File: src/rtl/acc_sched_pkg.sv
package acc_sched_pkg;

    localparam int DEF_ENTRIES   = 8;
    localparam int DEF_BANKS     = 4;
    localparam int DEF_CORES     = 4;
    localparam int DEF_ROW_W     = 8;
    localparam int DEF_SEQ_W     = 8;
    localparam int DEF_ACC_W     = 7;
    localparam int DEF_PROMO_PCT = 85;

    typedef enum logic {
        KIND_DEMAND = 1'b0,
        KIND_PREF   = 1'b1
    } req_kind_e;

    typedef struct packed {
        logic crit;
        logic hit;
        logic urg;
    } prio_t;

    // Precedence key: critical outranks row hit, which outranks urgent.
    function automatic logic [2:0] prio_key(prio_t p);
        return {p.crit, p.hit, p.urg};
    endfunction

endpackage

File: src/rtl/sched_classify.sv
module sched_classify
    import acc_sched_pkg::*;
#(
    parameter int NUM_BANKS = DEF_BANKS,
    parameter int NUM_CORES = DEF_CORES,
    parameter int ROW_W     = DEF_ROW_W,
    parameter int ACC_W     = DEF_ACC_W,
    parameter int PROMO_PCT = DEF_PROMO_PCT,
    parameter int BANK_W    = $clog2(NUM_BANKS),
    parameter int CORE_W    = $clog2(NUM_CORES)
) (
    input  req_kind_e                    kind,
    input  logic [BANK_W-1:0]            bank,
    input  logic [ROW_W-1:0]             row,
    input  logic [CORE_W-1:0]            core,
    input  logic [NUM_CORES*ACC_W-1:0]   acc_pct,
    input  logic [NUM_BANKS*ROW_W-1:0]   open_row,
    input  logic [NUM_BANKS-1:0]         open_vld,
    output prio_t                        prio
);

    logic [ACC_W-1:0] core_acc;
    logic             acc_high;
    logic             row_match;

    always_comb begin
        core_acc  = acc_pct[int'(core)*ACC_W +: ACC_W];
        acc_high  = (core_acc >= ACC_W'(PROMO_PCT));
        row_match = open_vld[bank] && (open_row[int'(bank)*ROW_W +: ROW_W] == row);

        prio.crit = (kind == KIND_DEMAND) || acc_high;
        prio.hit  = row_match;
        prio.urg  = (kind == KIND_DEMAND) && !acc_high;
    end

endmodule

File: src/rtl/sched_pick.sv
module sched_pick
    import acc_sched_pkg::*;
#(
    parameter int NUM_ENTRIES = DEF_ENTRIES,
    parameter int SEQ_W       = DEF_SEQ_W,
    parameter int IDX_W       = $clog2(NUM_ENTRIES)
) (
    input  logic [NUM_ENTRIES-1:0] vld,
    input  prio_t                  prio [NUM_ENTRIES],
    input  logic [SEQ_W-1:0]       seq  [NUM_ENTRIES],
    output logic                   win_vld,
    output logic [IDX_W-1:0]       win_idx
);

    // Sequence numbers wrap; a is older than b if (a - b) is negative.
    function automatic logic older(logic [SEQ_W-1:0] a, logic [SEQ_W-1:0] b);
        logic [SEQ_W-1:0] d;
        d = a - b;
        return d[SEQ_W-1];
    endfunction

    logic [2:0]       best_key;
    logic [SEQ_W-1:0] best_seq;

    always_comb begin
        win_vld  = 1'b0;
        win_idx  = '0;
        best_key = '0;
        best_seq = '0;
        for (int i = 0; i < NUM_ENTRIES; i++) begin
            if (vld[i]) begin
                if (!win_vld
                    || (prio_key(prio[i]) > best_key)
                    || ((prio_key(prio[i]) == best_key) && older(seq[i], best_seq))) begin
                    win_vld  = 1'b1;
                    win_idx  = IDX_W'(i);
                    best_key = prio_key(prio[i]);
                    best_seq = seq[i];
                end
            end
        end
    end

endmodule

File: src/rtl/slot_find.sv
module slot_find #(
    parameter int NUM_ENTRIES = 8,
    parameter int IDX_W       = $clog2(NUM_ENTRIES)
) (
    input  logic [NUM_ENTRIES-1:0] vld,
    output logic                   free_vld,
    output logic [IDX_W-1:0]       free_idx
);

    always_comb begin
        free_vld = 1'b0;
        free_idx = '0;
        for (int i = NUM_ENTRIES - 1; i >= 0; i--) begin
            if (!vld[i]) begin
                free_vld = 1'b1;
                free_idx = IDX_W'(i);
            end
        end
    end

endmodule

File: src/rtl/acc_sched.sv
module acc_sched
    import acc_sched_pkg::*;
#(
    parameter int NUM_ENTRIES = DEF_ENTRIES,
    parameter int NUM_BANKS   = DEF_BANKS,
    parameter int NUM_CORES   = DEF_CORES,
    parameter int ROW_W       = DEF_ROW_W,
    parameter int SEQ_W       = DEF_SEQ_W,
    parameter int ACC_W       = DEF_ACC_W,
    parameter int PROMO_PCT   = DEF_PROMO_PCT,
    localparam int IDX_W      = $clog2(NUM_ENTRIES),
    localparam int BANK_W     = $clog2(NUM_BANKS),
    localparam int CORE_W     = $clog2(NUM_CORES)
) (
    input  logic                       clk,
    input  logic                       rst,
    input  logic                       bus_tick,
    input  logic                       in_valid,
    input  logic                       in_pref,
    input  logic [BANK_W-1:0]          in_bank,
    input  logic [ROW_W-1:0]           in_row,
    input  logic [CORE_W-1:0]          in_core,
    input  logic [NUM_CORES*ACC_W-1:0] acc_pct,
    input  logic [NUM_BANKS*ROW_W-1:0] open_row,
    input  logic [NUM_BANKS-1:0]       open_vld,
    output logic                       full,
    output logic                       gnt_valid,
    output logic [IDX_W-1:0]           gnt_idx
);

    logic [NUM_ENTRIES-1:0] vld_q;
    req_kind_e              kind_q [NUM_ENTRIES];
    logic [BANK_W-1:0]      bank_q [NUM_ENTRIES];
    logic [ROW_W-1:0]       row_q  [NUM_ENTRIES];
    logic [CORE_W-1:0]      core_q [NUM_ENTRIES];
    logic [SEQ_W-1:0]       seq_q  [NUM_ENTRIES];
    logic [SEQ_W-1:0]       seq_ctr;

    prio_t                  prio   [NUM_ENTRIES];
    logic [NUM_ENTRIES-1:0] crit_vec;
    logic [NUM_ENTRIES-1:0] match;

    logic             win_vld;
    logic [IDX_W-1:0] win_idx;
    logic             free_vld;
    logic [IDX_W-1:0] free_idx;

    logic issue;
    logic merge;
    logic alloc;

    // Per-entry class bits and merge compare.
    for (genvar g = 0; g < NUM_ENTRIES; g++) begin : g_ent
        sched_classify #(
            .NUM_BANKS (NUM_BANKS),
            .NUM_CORES (NUM_CORES),
            .ROW_W     (ROW_W),
            .ACC_W     (ACC_W),
            .PROMO_PCT (PROMO_PCT),
            .BANK_W    (BANK_W),
            .CORE_W    (CORE_W)
        ) u_cls (
            .kind     (kind_q[g]),
            .bank     (bank_q[g]),
            .row      (row_q[g]),
            .core     (core_q[g]),
            .acc_pct  (acc_pct),
            .open_row (open_row),
            .open_vld (open_vld),
            .prio     (prio[g])
        );

        assign crit_vec[g] = prio[g].crit;
        assign match[g]    = vld_q[g] && (kind_q[g] == KIND_PREF)
                             && (bank_q[g] == in_bank) && (row_q[g] == in_row);
    end

    sched_pick #(
        .NUM_ENTRIES (NUM_ENTRIES),
        .SEQ_W       (SEQ_W),
        .IDX_W       (IDX_W)
    ) u_pick (
        .vld     (vld_q),
        .prio    (prio),
        .seq     (seq_q),
        .win_vld (win_vld),
        .win_idx (win_idx)
    );

    slot_find #(
        .NUM_ENTRIES (NUM_ENTRIES),
        .IDX_W       (IDX_W)
    ) u_free (
        .vld      (vld_q),
        .free_vld (free_vld),
        .free_idx (free_idx)
    );

    always_comb begin
        issue = bus_tick && win_vld;
        merge = in_valid && !in_pref && (|match);
        alloc = in_valid && !merge && free_vld;
    end

    always_ff @(posedge clk) begin
        if (rst) begin
            vld_q     <= '0;
            seq_ctr   <= '0;
            gnt_valid <= 1'b0;
            gnt_idx   <= '0;
            for (int i = 0; i < NUM_ENTRIES; i++) begin
                kind_q[i] <= KIND_DEMAND;
                bank_q[i] <= '0;
                row_q[i]  <= '0;
                core_q[i] <= '0;
                seq_q[i]  <= '0;
            end
        end else begin
            gnt_valid <= issue;
            if (issue) begin
                gnt_idx        <= win_idx;
                vld_q[win_idx] <= 1'b0;
            end
            // Promotion keeps the arrival number; a slot freed by the
            // grant in this cycle simply absorbs the demand.
            if (merge) begin
                for (int i = 0; i < NUM_ENTRIES; i++) begin
                    if (match[i]) begin
                        kind_q[i] <= KIND_DEMAND;
                        core_q[i] <= in_core;
                    end
                end
            end
            if (alloc) begin
                vld_q[free_idx]  <= 1'b1;
                kind_q[free_idx] <= in_pref ? KIND_PREF : KIND_DEMAND;
                bank_q[free_idx] <= in_bank;
                row_q[free_idx]  <= in_row;
                core_q[free_idx] <= in_core;
                seq_q[free_idx]  <= seq_ctr;
                seq_ctr          <= seq_ctr + 1'b1;
            end
        end
    end

    assign full = &vld_q;

endmodule

File: config.mk
export PLATFORM = sky130hd
export DESIGN_NAME = acc_sched
export DESIGN_NICKNAME = d
export VERILOG_FILES = /design/src/rtl/acc_sched_pkg.sv /design/src/rtl/sched_classify.sv /design/src/rtl/sched_pick.sv /design/src/rtl/slot_find.sv /design/src/rtl/acc_sched.sv
export SDC_FILE = /design/constraint.sdc
export NUM_CORES = 1
export LEC_CHECK = 0
export BUFFER_PORTS_ARGS = -buffer_cell sky130_fd_sc_hd__buf_4
export CAP_MARGIN = 25
export CORE_ASPECT_RATIO = 0.9
export CORE_MARGIN = 2
export CORE_UTILIZATION = 60
export CTS_CLUSTER_SIZE = 28
export DETAILED_ROUTE_END_ITERATION = 12
export HOLD_SLACK_MARGIN = 0.05
export PLACE_DENSITY = 0.79
export SYNTH_ARGS = -nofsm -noshare
export SYNTH_HDL_FRONTEND = slang
export SYNTH_SLANG_ARGS = --single-unit
File: constraint.sdc
create_clock -name clk -period 52.2 [get_ports clk]
set_input_delay 10.44 -clock clk [delete_from_list [all_inputs] [get_ports clk]]
set_output_delay 10.44 -clock clk [all_outputs]
set_load 0.05 [all_outputs]
==> flow_summary.toml, run 1 <==
[run_status]
status = "completed"

[timing]
fin_skew_ps = 14.5
max_slew_margin = 0.322
finalHoldViolations = 0
tightest_slew_ps = 1010
setup_ws_ps = 23650
rsz0062_at_grt = "false"
max_freq_mhz = 35.0
drv_slew = 0
period_share = 0.547
setup_tns_ps = 0
min_period_ps = 28550
setup_violations = 0

[critical_path]
r2r_slack_ps = 32920
path_class = "primary input to flop"
end_kind = "flop"
worst_path_largest_cell_delay_ps = 690
worst_ep_required_time_ps = 52560
cp.arrival_ps = 28920
cp_common_cell = "a21o_1"
startpoint_type = "primary input"
cp_slowest_cell = "o21ai_2"
path_max_fanout = 22

[global_routing]
grt_use_met1 = 0.476
track_usage = 0.335
grt-busiest-layer = "met2"
grt_pass1_vias = 10700
overflow = 0
grt_max_degree = 25
grt_use_met2 = 0.499
antenna_found_initial = 2
grt_pass1_wl_um = 60400
use_met3 = 0.0940

[final_layout]
fin_util = 0.669
area_growth_pct = 10.1
register_area_um2 = 4800
final_cells = 1672
multi_input_comb_area_um2 = 8170
nNetsFinal = 1507
nFillCells = 1705
drive_gt1_frac = 0.172

[place]
dp_slack_ps = 23680
place_inst = 1640
place_congestion = 0.991
port_buffers = 85
dp_hpwl_um = 28300

[pwr]
ir_worst_vdd_mv = 0.0157
p_leak_uw = 0.00569
switching_share = 0.298
sequentialPowerShare = 0.457
finalPower_uw = 370
clockPowerShare = 0.363
powerDensity_nw_per_um2 = 24.7
power.internal_uw = 260
comb_power_share = 0.180
p_switching_uw = 110

[routing]
ant_nets = 0
drt-total-wl_um = 38800
drc_errors = 0
via_per_inst = 6.56
wl_per_cell_um = 23.2
vias = 11000
first_pass_iters = 6
drt_iter0_drc = 1347

[synth]
seq_area_frac_synth = 0.354
syn_area_per_cell_um2 = 10.2
yosysWarningCount = 0
synth-seq-cells = 188
syn_area_um2 = 13600
synth_top_flop_cell = "edfxtp_1"
synth_nets = 1473
synth-edff-count = 104
async_flop_share = 0
ys_types = 65
syn_inst = 1328

[die]
pin_count = 86
initial_utilization = 0.608
coreArea_um2 = 22300
die_area_um2 = 23800
fp.dieH_um = 147
die_w_um = 162
rows = 52

[clock_tree]
clock_sinks = 188
postCtsResizedCells = 0
htreeDepth = 4
clk_latency_ps = 450
cts_setup_buffers = 0
cts_buffers = 17
cts.clk_slew.worst_paths_ps = 70
clk_path_buf_depth = 2
cts_tree = "built"
clockRootBuffer = "clkbuf_16"
cts-hold-fix-buffers = 0

[hold_path]
hold_class = "flop to flop"

[run]
drv_cap = 0
## cells in the mapped netlist, drive strengths merged, types with 31 or more instances
library cell	number	area, um2
a21oi	52	260
mux4	80	1800
nor2	65	244
ha	64	801
edfxtp	104	3120
xnor2	67	587
dfxtp	84	1680
inv	73	274
nand2	91	347
clkbuf	70	263
nand4	31	194
xor2	89	780
a22o	55	482
and2	101	632
o21ai	66	334
## critical path, delay by kind of cell
family / cells / cell delay, ps
compound gates: 35 / 8090
xor+xnor: 4 / 970
fa+ha+maj: 7 / 2030
buf+inv: 8 / 870
mux: 7 / 2470
simple gates: 15 / 4000
## sequential cells by signal, summed over array words and instances, names as in the netlist
signal,count
core_q,16
gnt_idx,3
seq_ctr,8
row_q,64
seq_q,64
gnt_valid,1
kind_q,8
vld_q,8
bank_q,16
## power groups by stage
stage	Clock [uW]	Combinational, uW	Sequential, uW
2_1_floorplan	0	45.5	168
3_3_place_gp	0	62.1	172
3_5_place_dp	0	64.2	172
4_1_cts	134	64.6	169
5_1_grt	141	71.2	170
6_report	134	66.4	169
## stage by stage
step | area [um2] | hold slack [ps]
after floorplan | 13600 | 449
after global placement | 14300 | 462
after detailed placement | 14300 | 465
after CTS | 14900 | 487
after global routing | 14900 | 508
final | 14900 | 487
## layout by cell type, fill, tap and decap left out, drive strengths merged, types with 55 or more instances in the layout
master and n:
a22o 55, xor2 89, inv 84, ha 64
dfxtp 84, xnor2 67, buf 94, mux4 80
nor2 65, and2 101, nand2 91, edfxtp 104
o21ai 66
## routing by layer
metal,share of wire,vias to the layer above
met5,0,-
met4,0.029,0
met3,0.13,91
met2,0.44,667
met1,0.41,5280
li1,-,4931
## layout make-up
class                      count  area share
sequential                   188       0.322
clock buffer                  17      0.0285
multi-input combinational    987       0.547
inverter                      74      0.0186
clock inverter                14      0.0113
antenna                        1    0.000168
timing repair buffer          94      0.0478
tap                          297      0.0249
## cell families (layout without fill, tap and decap cells)
| kind of cell | Yosys count | after routing | share of synthesized area |
|---|---|---|---|
| buf+inv | 153 | 199 | 0.0431 |
| simple gates | 399 | 399 | 0.155 |
| mux | 113 | 113 | 0.160 |
| flops | 188 | 188 | 0.354 |
| xor+xnor | 156 | 156 | 0.101 |
| compound gates | 255 | 255 | 0.128 |
| fa+ha+maj | 64 | 64 | 0.0591 |
| other cells | 0 | 1 | 0 |
## worst paths after layout
path	startpoint	to	cells past startpoint
worst max-delay path	open_row[29]	vld_q[5]	76
worst min-delay path	seq_q[58]	seq_q[58]	1
worst max register to register	bank_q[0][0]	vld_q[5]	75
worst min register to register	seq_q[58]	seq_q[58]	1
No activity file was read; power rests on OpenSTA's default activity.
==> run 2, diff against run 1 <==
- CORE_UTILIZATION: 60 -> 56
- PLACE_DENSITY: 0.79 -> 0.77
- clock period: 52.2 -> 24.8 ns (I/O delays scaled with it)
==> run 2 against run 1 <==
Core utilization shrank 4.6 points. Critical path type unchanged. Via count grew 0.20%. Wire length grew 0.12%. Highest routed layer unchanged. Clock power grew 110%. Combinational power grew 110%. Setup slack lost 22000 ps. Global-route usage shrank 2.2 points. Final cell count grew 0.66%. Clock skew grew 0.54 ps.
==> flow_summary.toml, run 2 (synthesized netlist as in run 1, its figures left out) <==
[run_status]
status = "completed"

[pwr]
ir_worst_vdd_mv = 0.0479
p_leak_uw = 0.00569
powerDensity_nw_per_um2 = 52.1

[global_routing]
overflow = 0
grt_max_degree = 25
track_usage = 0.313
antenna_found_initial = 0
grt_pass1_wl_um = 60500
grt_pass1_vias = 10600

[clock_tree]
clock_sinks = 188
cts_setup_buffers = 0
postCtsResizedCells = 0
htreeDepth = 4
clk_path_buf_depth = 2
cts.clk_slew.worst_paths_ps = 70
cts-hold-fix-buffers = 0
cts_buffers = 17
clockRootBuffer = "clkbuf_16"
cts_tree = "built"
clk_latency_ps = 450

[routing]
vias = 11000
wl_per_cell_um = 23.1
drc_errors = 0
drt_iter0_drc = 1544
drt-total-wl_um = 38800
first_pass_iters = 6
ant_nets = 0
via_per_inst = 6.53

[die]
initial_utilization = 0.565
coreArea_um2 = 24000
die_area_um2 = 25500
fp.dieH_um = 152
rows = 54
pin_count = 86
die_w_um = 168

[critical_path]
cp_slowest_cell = "o21ai_2"
end_kind = "flop"
ff2ff_path_depth = 77
path_max_fanout = 22
path_class = "primary input to flop"
cp.arrival_ps = 23270
rr_endpoint = "vld_q[7]"
worst_ep_required_time_ps = 25130
startpoint_type = "primary input"
r2r_slack_ps = 5640
cp_common_cell = "a21o_1"
worst_path_largest_cell_delay_ps = 710
r2r-start = "bank_q[0][0]"

[final_layout]
diodes = 0
reg.largest.list = "row_q (64), seq_q (64)"
drive_gt1_frac = 0.172
final_common_cell = "edfxtp_1"
nNetsFinal = 1507
area_growth_pct = 10.2
layout_common_cells = "104 x edfxtp_1, 101 x and2_1, 92 x buf_4"

[timing]
max_slew_margin = 0.302
setup_violations = 0
tightest_slew_ps = 1050
period_share = 0.925
setup_tns_ps = 0
fin_hold_ws_ps = 491
drv_slew = 0
max_freq_mhz = 43.6
fin_skew_ps = 15.0
finalHoldViolations = 0
min_period_ps = 22950
rsz0062_at_grt = "false"

[hold_path]
hold_end = "seq_q[61]"
min_from = "seq_q[61]"
hold_class = "flop to flop"
whs_path_depth = 1

[place]
place_congestion = 0.977
port_buffers = 85
dp_hpwl_um = 28600

[run]
drv_cap = 0
run 2: area by class of cell:
cell class,instances,area (um2)
clock buffers,17,425
clock inverters,15,170
fillers,1914,9040
inverters,74,278
multi-input cells,987,8170
flip-flops and latches,188,4800
well taps,308,385
repair buffers,94,713
run 2: worst max-delay path by stage:
stage / startpoint / to / slack, ps / cells after the start
final: open_row[30] / vld_q[7] / 1850 / 78
after global routing: open_row[30] / vld_q[5] / 460 / 78
after CTS: open_row[30] / vld_q[7] / 2110 / 78
after detailed placement: open_row[30] / vld_q[7] / 1800 / 78
after global placement: open_row[30] / vld_q[7] / 2400 / 78
after floorplan: acc_pct[8] / vld_q[7] / 4180 / 84
run 2: per-layer routing:
metal / wire, um / global-route usage / part of all wire / up-vias
met5: 0 / 0 / 0 / -
met4: 1170 / 0.109 / 0.030 / 0
met3: 4540 / 0.0769 / 0.12 / 95
met2: 17300 / 0.485 / 0.45 / 701
met1: 15800 / 0.432 / 0.41 / 5276
li1: - / - / - / 4919
run 2: critical path, delay by kind of cell:
kind,cells,cell delay (ps)
multiplexers,7,2490
XOR/XNOR,4,980
AND/OR/NAND/NOR,16,3920
adder cells (fa/ha/maj),7,2010
buffers and inverters,8,870
AO/OA/AOI/OAI,36,8000
run 2: through the flow:
| step | power, uW | cell area (um2) | instances | worst slack, ps | utilization |
|---|---|---|---|---|---|
| 2_1_floorplan | 449 | 13600 | 1328 | 4180 | - |
| 3_3_place_gp | 493 | 14300 | 1648 | 2400 | 0.597 |
| 3_5_place_dp | 497 | 14400 | 1651 | 1800 | 0.598 |
| 4_1_cts | 776 | 14900 | 1683 | 2110 | 0.623 |
| 5_1_grt | 805 | 14900 | 1683 | 464 | 0.623 |
| 6_report | 779 | 14900 | 1683 | 1850 | 0.623 |
run 2: report_power, final:
part | total [uW] | internal [uW] | switching (uW)
sequential | 356 | 339 | 17.1
combinational | 138 | 62.4 | 76.0
clock | 284 | 145 | 139
==> run 3, diff against run 2 <==
- CORE_MARGIN: 2 -> 8
==> run 3 against run 2 <==
Die area up 16%. Flip-flop and latch count did not move. Clock skew is 8.7 ps higher. Setup slack gained 13 ps. Critical path depth stayed put. Via count fell by 0.76%. Register-to-register slack better by 30 ps. Sequential share of layout area about the same. Worst hold slack worse by 2.6 ps. Critical endpoint unchanged. Largest power group unchanged. Highest routed layer unchanged.
==> flow_summary.toml, run 3 (synthesized netlist as in run 1, its figures left out) <==
[critical_path]
cp_common_cell = "a21o_1"
cp_slowest_cell = "o21ai_2"
path_max_fanout = 22
path_class = "primary input to flop"
startpoint_type = "primary input"
worst_ep_required_time_ps = 25130
cp.arrival_ps = 23260
end_kind = "flop"
worst_path_largest_cell_delay_ps = 730

[clock_tree]
clk_latency_ps = 450
cts_tree = "built"
htreeDepth = 4
clock_sinks = 188
clk_path_buf_depth = 2
cts_buffers = 17
cts.clk_slew.worst_paths_ps = 80
clockRootBuffer = "clkbuf_16"
cts_setup_buffers = 0
cts-hold-fix-buffers = 0
postCtsResizedCells = 0

[timing]
rsz0062_at_grt = "false"
period_share = 0.925
drv_slew = 0
max_slew_margin = 0.248
min_period_ps = 22930
setup_tns_ps = 0
tightest_slew_ps = 1120
setup_violations = 0
max_freq_mhz = 43.6
fin_skew_ps = 23.7
finalHoldViolations = 0

[pwr]
switching_share = 0.302
powerDensity_nw_per_um2 = 51.5
power.internal_uw = 537
p_switching_uw = 232
p_leak_uw = 0.00568
comb_power_share = 0.180
finalPower_uw = 770
ir_worst_vdd_mv = 0.0448
sequentialPowerShare = 0.462
clockPowerShare = 0.358

[die]
initial_utilization = 0.565
die_w_um = 180
rows = 54
die_area_um2 = 29500
pin_count = 86
coreArea_um2 = 24000
fp.dieH_um = 164

[routing]
wl_per_cell_um = 23.2
drt_iter0_drc = 1494
ant_nets = 0
drt-total-wl_um = 39000
drc_errors = 0
via_per_inst = 6.48
first_pass_iters = 5
vias = 10900

[place]
dp_hpwl_um = 29200
port_buffers = 85
place_congestion = 0.977

[global_routing]
overflow = 0
antenna_found_initial = 0
grt_pass1_vias = 10600
track_usage = 0.263
grt_max_degree = 25
grt_pass1_wl_um = 60100

[run]
drv_cap = 0

[final_layout]
area_growth_pct = 10.2
nFillCells = 1956
drive_gt1_frac = 0.174
diodes = 0
final_common_cell = "edfxtp_1"
layout_common_cells = "104 x edfxtp_1, 101 x and2_1, 92 x buf_4"
nNetsFinal = 1507
reg.largest.list = "row_q (64), seq_q (64)"

[run_status]
status = "completed"

[hold_path]
hold_class = "flop to flop"
## run 3: area by class of cell
cell class,count,area [um2],area share
Multi-Input combinational cell,987,8170,0.547
Clock inverter,15,161,0.0108
Timing Repair Buffer,94,713,0.0477
Clock buffer,17,425,0.0285
Tap cell,308,385,0.0258
Inverter,74,278,0.0186
Sequential cell,188,4800,0.322
## run 3: final timing paths
kind / start / end / slack, ps / depth (start not counted)
worst max-delay path: open_row[30] / vld_q[7] / 1870 / 78
worst min-delay path: seq_q[0] / seq_q[0] / 490 / 1
worst max register to register: bank_q[0][0] / vld_q[7] / 5670 / 77
worst min register to register: seq_q[0] / seq_q[0] / 490 / 1
## run 3: routing by layer
metal / vias to the layer above / GRT usage / part of all wire
li1: 4932 / - / -
met1: 5275 / 0.358 / 0.42
met2: 638 / 0.408 / 0.45
met4: 0 / 0.0841 / 0.023
met3: 63 / 0.0643 / 0.11
met5: - / 0 / 0
## run 3: power groups by stage
stage	sequential, uW	clock (uW)	combinational, uW
floorplan	354	0	95.7
global placement	363	0	130
detailed placement	363	0	134
CTS	356	276	135
global route	357	287	148
finish	356	275	138
## run 3: stage by stage
stage	instance area (um2)	setup slack, ps	util	hold WS, ps	std cells
6_report	14900	1870	0.623	488	1683
5_1_grt	14900	668	0.623	508	1683
4_1_cts	14900	2100	0.623	492	1683
3_5_place_dp	14400	1720	0.598	467	1651
3_3_place_gp	14300	2430	0.597	464	1648
2_1_floorplan	13600	4180	-	449	1328
## run 3: worst max-delay path, delay by kind of cell
family | cells | cell delay [ps]
fa+ha+maj | 7 | 2040
buf+inv | 8 | 880
xor+xnor | 4 | 950
simple gates | 16 | 3850
compound gates | 36 | 8110
mux | 7 | 2430
